$ cat config.mk
export PLATFORM = sky130hd
export DESIGN_NAME = supply_seq
export DESIGN_NICKNAME = d
export VERILOG_FILES = /design/src/rtl/ssq_pkg.sv /design/src/rtl/ssq_sync.sv /design/src/rtl/ssq_timebase.sv /design/src/rtl/ssq_ctrl.sv /design/src/rtl/supply_seq.sv
export SDC_FILE = /design/constraint.sdc
export NUM_CORES = 1
export LEC_CHECK = 0
export CAP_MARGIN = 40
export CORE_MARGIN = 2
export CORE_UTILIZATION = 50
export CTS_CLUSTER_SIZE = 40
export DETAILED_ROUTE_END_ITERATION = 16
export GPL_ROUTABILITY_DRIVEN = 0
export PLACE_DENSITY = 0.7
export SETUP_SLACK_MARGIN = 0.3
export SLEW_MARGIN = 0
export SYNTH_ARGS = -nofsm -noshare
export SYNTH_HDL_FRONTEND = slang
export SYNTH_SLANG_ARGS = --single-unit
$ cat constraint.sdc
create_clock -name clk -period 4.55 [get_ports clk]
set_input_delay 0.455 -clock clk [delete_from_list [all_inputs] [get_ports clk]]
set_output_delay 0.455 -clock clk [all_outputs]
set_load 0.03 [all_outputs]
$ cat src/rtl/ssq_pkg.sv
package ssq_pkg;
  typedef enum logic [2:0] {
    ST_CHARGE    = 3'd0,
    ST_STARTWAIT = 3'd1,
    ST_RUN       = 3'd2,
    ST_HOLD      = 3'd3,
    ST_OFFWAIT   = 3'd4,
    ST_OVPLATCH  = 3'd5
  } seqState_t;

  // control-to-datapath strobes
  typedef struct packed {
    logic tmrClr;   // restart the phase timer
    logic selOff;   // 1: compare with off timeout, 0: startup delay
  } seqStrobe_t;
endpackage

$ cat src/rtl/ssq_sync.sv
module ssq_sync #(
  parameter int W = 1
) (
  input  logic         clk,
  input  logic         rstN,
  input  logic [W-1:0] din,
  output logic [W-1:0] dout
);
  for (genvar i = 0; i < W; i++) begin : g_bit
    logic stage1;
    logic stage2;
    always_ff @(posedge clk) begin
      if (!rstN) begin
        stage1 <= 1'b0;
        stage2 <= 1'b0;
      end else begin
        stage1 <= din[i];
        stage2 <= stage1;
      end
    end
    assign dout[i] = stage2;
  end
endmodule

$ cat src/rtl/ssq_timebase.sv
module ssq_timebase
  import ssq_pkg::*;
#(
  parameter int PRESCALE    = 100,
  parameter int START_TICKS = 34,
  parameter int OFF_TICKS   = 42,
  parameter int OVP_TICKS   = 63
) (
  input  logic       clk,
  input  logic       rstN,
  input  seqStrobe_t strobe,
  input  logic       ovpS,
  output logic       tmrDone,
  output logic       ovpQual
);
  localparam int TMAX = (START_TICKS > OFF_TICKS) ? START_TICKS : OFF_TICKS;
  localparam int TW   = $clog2(TMAX + 1);
  localparam int OW   = $clog2(OVP_TICKS + 1);

  logic tick;

  if (PRESCALE <= 1) begin : g_noPre
    assign tick = 1'b1;
  end else begin : g_pre
    localparam int PW = $clog2(PRESCALE);
    logic [PW-1:0] preCnt;
    always_ff @(posedge clk) begin
      if (!rstN)                             preCnt <= '0;
      else if (preCnt == PW'(PRESCALE - 1))  preCnt <= '0;
      else                                   preCnt <= preCnt + 1'b1;
    end
    assign tick = (preCnt == PW'(PRESCALE - 1));
  end

  logic [TW-1:0] tmrCnt;
  logic [TW-1:0] tmrLimit;
  assign tmrLimit = strobe.selOff ? TW'(OFF_TICKS) : TW'(START_TICKS);
  assign tmrDone  = (tmrCnt >= tmrLimit);

  always_ff @(posedge clk) begin
    if (!rstN || strobe.tmrClr) tmrCnt <= '0;
    else if (tick && !tmrDone)  tmrCnt <= tmrCnt + 1'b1;
  end

  logic [OW-1:0] ovpCnt;
  assign ovpQual = (ovpCnt >= OW'(OVP_TICKS));

  always_ff @(posedge clk) begin
    if (!rstN || !ovpS)         ovpCnt <= '0;
    else if (tick && !ovpQual)  ovpCnt <= ovpCnt + 1'b1;
  end
endmodule

$ cat src/rtl/ssq_ctrl.sv
module ssq_ctrl
  import ssq_pkg::*;
(
  input  logic       clk,
  input  logic       rstN,
  input  logic       hvOkS,
  input  logic       aboveInhS,
  input  logic       aboveOnS,
  input  logic       belowOffS,
  input  logic       belowRstS,
  input  logic       faultS,
  input  logic       tmrDone,
  input  logic       ovpQual,
  output seqStrobe_t strobe,
  output logic       lowSrcEn,
  output logic       highSrcEn,
  output logic       switchGo,
  output logic       ovpLatched
);
  seqState_t state, nextState;
  logic fromRun, fromRunNext;

  always_comb begin
    nextState   = state;
    fromRunNext = fromRun;
    unique case (state)
      ST_CHARGE:    if (aboveOnS) nextState = ST_STARTWAIT;
      ST_STARTWAIT: if (tmrDone) nextState = faultS ? ST_HOLD : ST_RUN;
      ST_RUN: begin
        if (faultS) nextState = ST_HOLD;
        else if (belowOffS) begin
          nextState   = ST_OFFWAIT;
          fromRunNext = 1'b1;
        end
      end
      ST_HOLD: begin
        if (belowOffS) begin
          nextState   = ST_OFFWAIT;
          fromRunNext = 1'b0;
        end else if (!faultS) nextState = ST_CHARGE;
      end
      ST_OFFWAIT: begin
        if (faultS) fromRunNext = 1'b0;
        if (tmrDone) nextState = ST_CHARGE;
        else if (!belowOffS)
          nextState = (fromRun && !faultS) ? ST_RUN : ST_HOLD;
      end
      ST_OVPLATCH:  if (belowRstS) nextState = ST_CHARGE;
      default:      nextState = ST_CHARGE;
    endcase
    if (ovpQual && state != ST_OVPLATCH) nextState = ST_OVPLATCH;
  end

  always_ff @(posedge clk) begin
    if (!rstN) begin
      state   <= ST_CHARGE;
      fromRun <= 1'b0;
    end else begin
      state   <= nextState;
      fromRun <= fromRunNext;
    end
  end

  assign strobe.tmrClr = (nextState != state);
  assign strobe.selOff = (state == ST_OFFWAIT);

  assign lowSrcEn   = (state == ST_CHARGE) && hvOkS && !aboveInhS;
  assign highSrcEn  = (state == ST_CHARGE) && hvOkS && aboveInhS;
  assign switchGo   = (state == ST_RUN) || (state == ST_OFFWAIT && fromRun);
  assign ovpLatched = (state == ST_OVPLATCH);
endmodule

$ cat src/rtl/supply_seq.sv
module supply_seq
  import ssq_pkg::*;
#(
  parameter int PRESCALE    = 100,
  parameter int START_TICKS = 34,
  parameter int OFF_TICKS   = 42,
  parameter int OVP_TICKS   = 63
) (
  input  logic clk,
  input  logic rstN,
  input  logic hvOk,
  input  logic railAboveInh,
  input  logic railAboveOn,
  input  logic railBelowOff,
  input  logic railBelowRst,
  input  logic railOvp,
  input  logic faultIn,
  output logic lowSrcEn,
  output logic highSrcEn,
  output logic switchGo,
  output logic ovpLatched
);
  localparam int NFLAG = 7;

  logic [NFLAG-1:0] rawFlags, syncFlags;
  seqStrobe_t strobe;
  logic tmrDone, ovpQual;

  assign rawFlags = {faultIn, railOvp, railBelowRst, railBelowOff,
                     railAboveOn, railAboveInh, hvOk};

  ssq_sync #(.W(NFLAG)) u_sync (
    .clk(clk), .rstN(rstN), .din(rawFlags), .dout(syncFlags)
  );

  ssq_timebase #(
    .PRESCALE(PRESCALE), .START_TICKS(START_TICKS),
    .OFF_TICKS(OFF_TICKS), .OVP_TICKS(OVP_TICKS)
  ) u_tb (
    .clk(clk), .rstN(rstN), .strobe(strobe), .ovpS(syncFlags[5]),
    .tmrDone(tmrDone), .ovpQual(ovpQual)
  );

  ssq_ctrl u_ctrl (
    .clk(clk), .rstN(rstN),
    .hvOkS(syncFlags[0]), .aboveInhS(syncFlags[1]), .aboveOnS(syncFlags[2]),
    .belowOffS(syncFlags[3]), .belowRstS(syncFlags[4]), .faultS(syncFlags[6]),
    .tmrDone(tmrDone), .ovpQual(ovpQual), .strobe(strobe),
    .lowSrcEn(lowSrcEn), .highSrcEn(highSrcEn),
    .switchGo(switchGo), .ovpLatched(ovpLatched)
  );
endmodule

==> results of run 1 <==
==> synthesized netlist by cell type (all sizes together) <==
cell type  number  area share [%]
o31ai           1            0.71
and4            2             1.1
inv             5             1.1
maj3            1            0.64
nor2           23             5.8
o21ai           4             1.1
nand3b          1            0.43
o2111ai         1            0.50
buf             3             2.1
a21boi          3             1.3
nand4           4             1.4
nor2b           1            0.36
a21oi           5             1.4
xor2            8             4.0
o32ai           1            0.92
ha              5             3.6
and2           18             6.7
or3             1            0.36
a311oi          1            0.50
a211oi          1            0.71
a41oi           2             1.0
dfxtp          37              42
xnor2           5             2.5
nand2b          2            0.71
or2b            1            0.43
nand2          12             2.6
a221oi          1            0.50
mux2i           1            0.57
o311ai          1             1.5
a31oi           2            0.71
clkbuf          4             1.5
nand3           8             3.0
a31o            1            0.50
nor3b           1            0.71
nor4b           1            0.85
o311a           1            0.57
o211ai          3             1.6
nor3            1            0.28
or2             1            0.36
nor4bb          2             1.1
a21o            1            0.43
and3            5             1.8
==> power breakdown <==
part	internal, mW	leakage, nW	switching, mW
sequential	0.334	0.302	0.0112
clock	0.131	0.0445	0.111
combinational	0.0270	0.362	0.0272
==> state kept, by name, indices dropped and copies added, names as in the netlist <==
register / flops
u_sync.g_bit.stage2: 7
u_sync.g_bit.stage1: 7
u_tb.g_pre.preCnt: 7
u_tb.ovpCnt: 6
u_ctrl.fromRun: 1
u_ctrl.state: 3
u_tb.tmrCnt: 6
==> stage by stage <==
stage	worst slack, ns	instances	total power [mW]
2_1_floorplan	2.423	182	0.3917
3_3_place_gp	2.351	233	0.4024
3_5_place_dp	2.249	233	0.4058
4_1_cts	1.880	241	0.6481
5_1_grt	1.772	241	0.6752
6_report	1.884	241	0.6410
==> logic make-up (layout without fill, tap and decap cells) <==
family / count (synthesis) / in the layout / synth area share, %
simple gates: 84 / 84 / 28.02
flops: 37 / 37 / 42.11
buf+inv: 12 / 25 / 4.694
xor+xnor: 13 / 13 / 6.472
fa+ha+maj: 6 / 6 / 4.196
mux: 1 / 1 / 0.5690
compound gates: 29 / 29 / 13.94
==> per-layer routing <==
metal  global-route usage (%)  up-vias
li1                         -      660
met3                    7.500        9
met1                    21.06      626
met5                        0        -
met4                    10.60        0
met2                    28.72       45
==> how the worst min path moves through the flow <==
| stage | start | to | slack, ns |
|---|---|---|---|
| final | u_sync.g_bit[2].stage1$_SDFF_PN0_ | u_sync.g_bit[2].stage2$_SDFF_PN0_ | 0.44 |
| after global routing | u_sync.g_bit[5].stage1$_SDFF_PN0_ | u_sync.g_bit[5].stage2$_SDFF_PN0_ | 0.46 |
| after CTS | u_sync.g_bit[2].stage1$_SDFF_PN0_ | u_sync.g_bit[2].stage2$_SDFF_PN0_ | 0.45 |
| after detailed placement | u_sync.g_bit[2].stage1$_SDFF_PN0_ | u_sync.g_bit[2].stage2$_SDFF_PN0_ | 0.42 |
| after global placement | u_sync.g_bit[2].stage1$_SDFF_PN0_ | u_sync.g_bit[2].stage2$_SDFF_PN0_ | 0.42 |
| after floorplan | u_sync.g_bit[0].stage1$_SDFF_PN0_ | u_sync.g_bit[0].stage2$_SDFF_PN0_ | 0.41 |
==> cell type report <==
class	count	area, um^2	area share (%)
tap	46	57.56	2.934
clock inverter	2	37.54	1.913
timing repair buffer	12	120.1	6.122
multi-input combinational	133	935.9	47.70
sequential	37	740.7	37.76
clock buffer	6	51.30	2.615
inverter	5	18.77	0.9566
==> critical path, cell delays in order, from the launching register on <==
cell and delay (ns):
sky130_fd_sc_hd__dfxtp_1 0.46, sky130_fd_sc_hd__nor2_1 0.32, sky130_fd_sc_hd__nor4bb_1 0.35, sky130_fd_sc_hd__clkdlybuf4s50_1 0.73
==> impl_results.html, run 1 <==
<table>
<tr><th>Metric</th><th>Value</th></tr>
<tr><th colspan="2">Status</th></tr>
<tr><td>Run status</td><td>completed</td></tr>
<tr><th colspan="2">Worst setup path</th></tr>
<tr><td>Worst EP required</td><td>4.09 ns</td></tr>
<tr><td>Arrival time reported for the critical path endpoint</td><td>2.21 ns</td></tr>
<tr><td>Slack of the worst reg-to-reg path</td><td>~2.2 ns</td></tr>
<tr><td>CP startpoint</td><td>u_ctrl.state[1]$_SDFF_PN0_</td></tr>
<tr><td>Endpoint of the worst-slack reg-to-reg timing path</td><td>u_tb.tmrCnt[1]$_SDFFE_PP0P_</td></tr>
<tr><td>Crit path launch type</td><td>flop</td></tr>
<tr><td>Worst Setup Path Type</td><td>reg -&gt; out</td></tr>
<tr><td>Sort of element at the end of the critical path</td><td>output port</td></tr>
<tr><td>End of the critical path</td><td>lowSrcEn</td></tr>
<tr><td>Number of cells traversed by the worst register-to-register path</td><td>9</td></tr>
<tr><td>Reg-to-reg critical path startpoint</td><td>u_ctrl.state[1]$_SDFF_PN0_</td></tr>
<tr><td>Critical Path Fanout Max</td><td>13</td></tr>
<tr><th colspan="2">GRT</th></tr>
<tr><td>Wire length of the first global-routing pass</td><td>between 5000 and 6000 um</td></tr>
<tr><td>Initial antenna violation count</td><td>0</td></tr>
<tr><td>Number of global-route vias before repair</td><td>around 1400</td></tr>
<tr><td>Overall overflow remaining after global route</td><td>0</td></tr>
<tr><td>Global router's overall resource usage</td><td>around 18%</td></tr>
<tr><td>Largest net degree at the start of global routing</td><td>23</td></tr>
<tr><th colspan="2">Final layout</th></tr>
<tr><td>Share of final-layout standard cells stronger than drive strength 1</td><td>about 13%</td></tr>
<tr><td>Top library cells by usage in the layout, fill and taps aside</td><td>sky130_fd_sc_hd__dfxtp_1 (37), sky130_fd_sc_hd__nor2_1 (21), sky130_fd_sc_hd__and2_1 (16)</td></tr>
<tr><td>Area overhead of the layout relative to synthesis</td><td>11.52%</td></tr>
<tr><td>Antenna diode count</td><td>0</td></tr>
<tr><td>Utilization after layout</td><td>between 50% and 60%</td></tr>
<tr><td>Most common library cell in the layout ignoring fill and taps</td><td>sky130_fd_sc_hd__dfxtp_1</td></tr>
<tr><td>Filler cell count</td><td>~320</td></tr>
<tr><td>Nets@finish</td><td>approximately 210</td></tr>
<tr><td>Post-route design area</td><td>~2000 um^2</td></tr>
<tr><th colspan="2">Power and ir drop</th></tr>
<tr><td>Worst ir drop on vdd</td><td>about 0.0002 V</td></tr>
<tr><td>Leak</td><td>0.7089 nW</td></tr>
<tr><td>Total power density per cell area</td><td>around 330 nW/um^2</td></tr>
<tr><th colspan="2">Floorplan</th></tr>
<tr><td>Die outline width</td><td>between 60 and 70 um</td></tr>
<tr><td># rows</td><td>21</td></tr>
<tr><td>Num ports</td><td>13</td></tr>
<tr><td>Initial Utilization</td><td>52.31%</td></tr>
<tr><td>DIE AREA</td><td>between 4000 and 5000 um^2</td></tr>
<tr><td>Die H</td><td>roughly 63 um</td></tr>
<tr><td>Core area</td><td>roughly 3400 um^2</td></tr>
<tr><th colspan="2">CTS</th></tr>
<tr><td>Hold buffer count at cts</td><td>0</td></tr>
<tr><td>Worst skew pair latency</td><td>around 0.35 ns</td></tr>
<tr><td>TritonCTS Buffers</td><td>5</td></tr>
<tr><td>Root cell of the clock tree</td><td>sky130_fd_sc_hd__clkbuf_4</td></tr>
<tr><td>CTS tree</td><td>built</td></tr>
<tr><td>Clk buf depth</td><td>2</td></tr>
<tr><td>Number of levels the H-tree was split into</td><td>2</td></tr>
<tr><td>Clk slew on worst S/H paths</td><td>between 0.1 and 0.15 ns</td></tr>
<tr><td>Number of buffers added for setup after CTS</td><td>0</td></tr>
<tr><td>Cells resized by post-CTS repair</td><td>0</td></tr>
<tr><td># clock sinks</td><td>37</td></tr>
<tr><th colspan="2">Synth</th></tr>
<tr><td>Distinct cells, synth</td><td>53</td></tr>
<tr><td>Sequential area share after synthesis</td><td>between 40% and 50%</td></tr>
<tr><td>Flop and latch count out of synthesis</td><td>37</td></tr>
<tr><td>Cell area after technology mapping</td><td>1759 um^2</td></tr>
<tr><td>Instance count of the mapped netlist</td><td>around 180</td></tr>
<tr><td>Post-synthesis average cell area</td><td>slightly below 10 um^2</td></tr>
<tr><td>Net count after synthesis</td><td>roughly 200</td></tr>
<tr><td>Yosys Warn Count</td><td>0</td></tr>
<tr><th colspan="2">Hold path</th></tr>
<tr><td>Worst hold path class</td><td>reg -&gt; reg</td></tr>
<tr><td>Cell count of the worst hold path</td><td>1</td></tr>
<tr><th colspan="2">STA</th></tr>
<tr><td>Relative max-transition margin</td><td>between 50 and 60%</td></tr>
<tr><td>Setup-violating endpoint count in the final report</td><td>0</td></tr>
<tr><td>Worst Tran Pin Value</td><td>0.6149 ns</td></tr>
<tr><td>Setup TNS</td><td>0 ns</td></tr>
<tr><td>RSZ-0062 raised after global routing</td><td>no</td></tr>
<tr><td>Final cycle utilization of the critical path</td><td>58.60%</td></tr>
<tr><td>Min Tclk post-route</td><td>between 2 and 3 ns</td></tr>
<tr><td>Post-Route Hold Slack</td><td>~0.44 ns</td></tr>
<tr><td>Final Hold Violating Endpoints</td><td>0</td></tr>
<tr><td>Pins over their slew limit</td><td>0</td></tr>
<tr><td>FMAX</td><td>roughly 0.38 GHz</td></tr>
<tr><td>Post-route clock skew</td><td>between 0.007 and 0.008 ns</td></tr>
<tr><th colspan="2">Place</th></tr>
<tr><td>Instance area after placement</td><td>1873 um^2</td></tr>
<tr><td>DP Wirelength</td><td>between 2000 and 2500 um</td></tr>
<tr><td>Number of input and output port buffers inserted</td><td>12</td></tr>
<tr><th colspan="2">Drt</th></tr>
<tr><td>Final antenna-violating net count</td><td>0</td></tr>
<tr><td>Routed Wire Length</td><td>about 3000 um</td></tr>
<tr><td>Count of TritonRoute iterations in the first routing pass</td><td>4</td></tr>
<tr><td>Detailed route wirelength on metal2</td><td>1370 um</td></tr>
<tr><td>M1 wire length</td><td>~1400 um</td></tr>
<tr><td>Max layer used</td><td>met4</td></tr>
<tr><td>Via-to-Cell Ratio</td><td>around 5.6</td></tr>
<tr><td>Wire per inst</td><td>around 13 um</td></tr>
<tr><td>Metal3 WL</td><td>218 um</td></tr>
<tr><td>DRC violation count after routing</td><td>0</td></tr>
<tr><td>Via total after detailed routing</td><td>around 1300</td></tr>
<tr><td>Drt first-iter violations</td><td>between 50 and 60</td></tr>
<tr><th colspan="2">Run</th></tr>
<tr><td>Maximum capacitance violations</td><td>0</td></tr>
</table>
(Power assumes the default switching activity.)
==> inputs of run 2 (changes only) <==
Settings changed: PLACE_DENSITY 0.7 to 0.72.
Clock period 4.55 ns to 2.35 ns, I/O delays scaled along.
==> run 2 against run 1 <==
Net effect: clock power is 86% higher; register-to-register slack worse by 1.8 ns; sequential share of layout area is 1.4 points lower; cell count is 1.2% higher; sequential power is 91% higher; die area stayed put; critical path type is now reg -> reg.
==> impl_results.html, run 2 (synthesis results as in run 1) <==
<table>
<tr><th>Metric</th><th>Value</th></tr>
<tr><th colspan="2">CTS</th></tr>
<tr><td>Worst skew pair latency</td><td>about 0.34 ns</td></tr>
<tr><td>Clk buf depth</td><td>2</td></tr>
<tr><td>Root cell of the clock tree</td><td>sky130_fd_sc_hd__clkbuf_4</td></tr>
<tr><td>Clk slew on worst S/H paths</td><td>around 0.12 ns</td></tr>
<tr><td># clock sinks</td><td>37</td></tr>
<tr><td>CTS tree</td><td>built</td></tr>
<tr><td>TritonCTS Buffers</td><td>5</td></tr>
<tr><td>Hold buffer count at cts</td><td>0</td></tr>
<tr><td>Number of levels the H-tree was split into</td><td>2</td></tr>
<tr><th colspan="2">Worst setup path</th></tr>
<tr><td>Worst EP required</td><td>2.61 ns</td></tr>
<tr><td>Worst path cell trace</td><td>ha_2, and4_4, and3_2, o32ai_4, mux2i_2, o211ai_4, a211oi_2</td></tr>
<tr><td>Endpoint of the worst-slack reg-to-reg timing path</td><td>u_tb.tmrCnt[1]$_SDFFE_PP0P_</td></tr>
<tr><td>Crit path launch type</td><td>flop</td></tr>
<tr><td>Arrival time reported for the critical path endpoint</td><td>about 2.2 ns</td></tr>
<tr><td>Sort of element at the end of the critical path</td><td>flop</td></tr>
<tr><td>Worst path slowest cell</td><td>sky130_fd_sc_hd__dfxtp_2</td></tr>
<tr><td>Number of cells traversed by the worst register-to-register path</td><td>7</td></tr>
<tr><td>Worst Setup Path Type</td><td>reg -&gt; reg</td></tr>
<tr><td>Critical Path Fanout Max</td><td>6</td></tr>
<tr><td>Delay contributed by the slowest stage of the critical path</td><td>~0.36 ns</td></tr>
<tr><td>Slack of the worst reg-to-reg path</td><td>0.38 ns</td></tr>
<tr><td>Reg-to-reg critical path startpoint</td><td>u_tb.ovpCnt[0]$_SDFFE_PP0P_</td></tr>
<tr><th colspan="2">Drt</th></tr>
<tr><td>Via total after detailed routing</td><td>roughly 1300</td></tr>
<tr><td>Routed Wire Length</td><td>between 3000 and 4000 um</td></tr>
<tr><td>Metal3 WL</td><td>roughly 130 um</td></tr>
<tr><td>Wire per inst</td><td>about 14 um</td></tr>
<tr><td>DRC violation count after routing</td><td>0</td></tr>
<tr><td>Detailed route wirelength on metal2</td><td>between 1500 and 2000 um</td></tr>
<tr><td>Drt first-iter violations</td><td>47</td></tr>
<tr><td>Via-to-Cell Ratio</td><td>between 5 and 6</td></tr>
<tr><td>Max layer used</td><td>met4</td></tr>
<tr><td>Count of TritonRoute iterations in the first routing pass</td><td>4</td></tr>
<tr><td>Final antenna-violating net count</td><td>0</td></tr>
<tr><td>M1 wire length</td><td>1577 um</td></tr>
<tr><th colspan="2">Final layout</th></tr>
<tr><td>Largest registers</td><td>u_sync.g_bit.stage1 (7), u_sync.g_bit.stage2 (7), u_tb.g_pre.preCnt (7)</td></tr>
<tr><td>Antenna diode count</td><td>0</td></tr>
<tr><td>Nets@finish</td><td>approximately 210</td></tr>
<tr><td>Final std cells w/o fill</td><td>244</td></tr>
<tr><td>Top library cells by usage in the layout, fill and taps aside</td><td>sky130_fd_sc_hd__dfxtp_1 (33), sky130_fd_sc_hd__nor2_1 (20), sky130_fd_sc_hd__and2_1 (15)</td></tr>
<tr><td>Most common library cell in the layout ignoring fill and taps</td><td>sky130_fd_sc_hd__dfxtp_1</td></tr>
<tr><td>Share of final-layout standard cells stronger than drive strength 1</td><td>20.71%</td></tr>
<tr><td>Area overhead of the layout relative to synthesis</td><td>16.50%</td></tr>
<tr><th colspan="2">GRT</th></tr>
<tr><td>Largest net degree at the start of global routing</td><td>16</td></tr>
<tr><td>Wire length of the first global-routing pass</td><td>5775 um</td></tr>
<tr><td>Initial antenna violation count</td><td>0</td></tr>
<tr><td>Number of global-route vias before repair</td><td>between 1000 and 1500</td></tr>
<tr><td>Global router's overall resource usage</td><td>between 10% and 20%</td></tr>
<tr><td>Overall overflow remaining after global route</td><td>0</td></tr>
<tr><th colspan="2">STA</th></tr>
<tr><td>Relative max-transition margin</td><td>between 70% and 80%</td></tr>
<tr><td>Setup-violating endpoint count in the final report</td><td>0</td></tr>
<tr><td>Final cycle utilization of the critical path</td><td>83.85%</td></tr>
<tr><td>Min Tclk post-route</td><td>roughly 2.0 ns</td></tr>
<tr><td>Final Hold Violating Endpoints</td><td>0</td></tr>
<tr><td>FMAX</td><td>around 0.51 GHz</td></tr>
<tr><td>Pins over their slew limit</td><td>0</td></tr>
<tr><td>Setup TNS</td><td>0 ns</td></tr>
<tr><td>Post-route clock skew</td><td>approximately 0.0055 ns</td></tr>
<tr><td>Worst Tran Pin Value</td><td>0.4235 ns</td></tr>
<tr><td>RSZ-0062 raised after global routing</td><td>no</td></tr>
<tr><th colspan="2">Floorplan</th></tr>
<tr><td>Die outline width</td><td>between 60 and 70 um</td></tr>
<tr><td>Num ports</td><td>13</td></tr>
<tr><td>DIE AREA</td><td>about 4000 um^2</td></tr>
<tr><td>Initial Utilization</td><td>52.31%</td></tr>
<tr><td>Die H</td><td>63.32 um</td></tr>
<tr><td># rows</td><td>21</td></tr>
<tr><td>Core area</td><td>about 3400 um^2</td></tr>
<tr><th colspan="2">Place</th></tr>
<tr><td>DP Wirelength</td><td>2411 um</td></tr>
<tr><td>Number of input and output port buffers inserted</td><td>12</td></tr>
<tr><td>Cells after DPL</td><td>236</td></tr>
<tr><th colspan="2">Hold path</th></tr>
<tr><td>Hold Crit Start</td><td>u_sync.g_bit[4].stage1$_SDFF_PN0_</td></tr>
<tr><td>Cell count of the worst hold path</td><td>1</td></tr>
<tr><td>Endpoint of the worst hold-timing path</td><td>u_sync.g_bit[4].stage2$_SDFF_PN0_</td></tr>
<tr><td>Worst hold path class</td><td>reg -&gt; reg</td></tr>
<tr><th colspan="2">Power and ir drop</th></tr>
<tr><td>Worst ir drop on vdd</td><td>around 0.00052 V</td></tr>
<tr><td>Final Power</td><td>about 1.2 mW</td></tr>
<tr><td>Leak</td><td>approximately 0.75 nW</td></tr>
<tr><td>Total power density per cell area</td><td>about 600 nW/um^2</td></tr>
<tr><th colspan="2">Run</th></tr>
<tr><td>Maximum capacitance violations</td><td>0</td></tr>
<tr><th colspan="2">Status</th></tr>
<tr><td>Run status</td><td>completed</td></tr>
</table>
-- run 2: metal layers --
metal | up-vias | GRT usage, %
met5 | - | 0
met2 | 23 | 29.12
met3 | 7 | 6.071
li1 | 660 | -
met4 | 0 | 4.620
met1 | 629 | 23.24
-- run 2: cell type report --
| cell class | count | area [um^2] |
|---|---|---|
| clock buffer | 5 | 37.54 |
| multi-input combinational | 133 | 1008 |
| clock inverter | 3 | 43.79 |
| sequential | 37 | 745.7 |
| inverter | 5 | 18.77 |
| timing repair buffer | 15 | 137.6 |
| tap | 46 | 57.56 |
| fill | 294 | 1314 |
-- run 2: worst max-delay path: cells and delay by family (launching register included) --
kind / cells / cell delay, ns
compound gates: 3 / 0.62
simple gates: 2 / 0.42
flops: 1 / 0.36
mux: 1 / 0.30
fa+ha+maj: 1 / 0.20
-- run 2: repair_timing --
action,4_1_cts,5_1_grt
gates resized for setup,7,14
setup buffers,0,0
pin swaps,2,7
endpoints found under the setup margin,5,6
-- run 2: metrics by stage --
stage | util (%) | hold slack (ns) | setup WS, ns | instance area (um^2)
finish | 60.94 | 0.4469 | 0.3796 | 2049
global route | 60.94 | 0.4371 | 0.3040 | 2049
CTS | 59.08 | 0.4499 | 0.3392 | 1987
detailed placement | 56.36 | 0.4208 | 0.2616 | 1896
global placement | 56.36 | 0.4149 | 0.3162 | 1896
floorplan | - | 0.3623 | 0.3436 | 1759
-- run 2: how the worst max path moves through the flow --
stage	from	to	slack, ns
after floorplan	u_ctrl.state[1]$_SDFF_PN0_	u_tb.tmrCnt[1]$_SDFFE_PP0P_	0.34
after global placement	u_ctrl.state[1]$_SDFF_PN0_	u_tb.tmrCnt[1]$_SDFFE_PP0P_	0.32
after detailed placement	u_ctrl.state[2]$_SDFF_PN0_	u_tb.tmrCnt[1]$_SDFFE_PP0P_	0.26
after CTS	u_tb.ovpCnt[0]$_SDFFE_PP0P_	u_tb.tmrCnt[1]$_SDFFE_PP0P_	0.34
after global routing	u_tb.tmrCnt[0]$_SDFFE_PP0P_	u_tb.tmrCnt[1]$_SDFFE_PP0P_	0.30
final	u_tb.ovpCnt[0]$_SDFFE_PP0P_	u_tb.tmrCnt[1]$_SDFFE_PP0P_	0.38
-- run 2: power breakdown --
part	internal, mW	total [mW]	switching [mW]
clock	0.226	0.450	0.224
combinational	0.0650	0.138	0.0725
sequential	0.647	0.660	0.0133
total	0.938	1.25	0.310
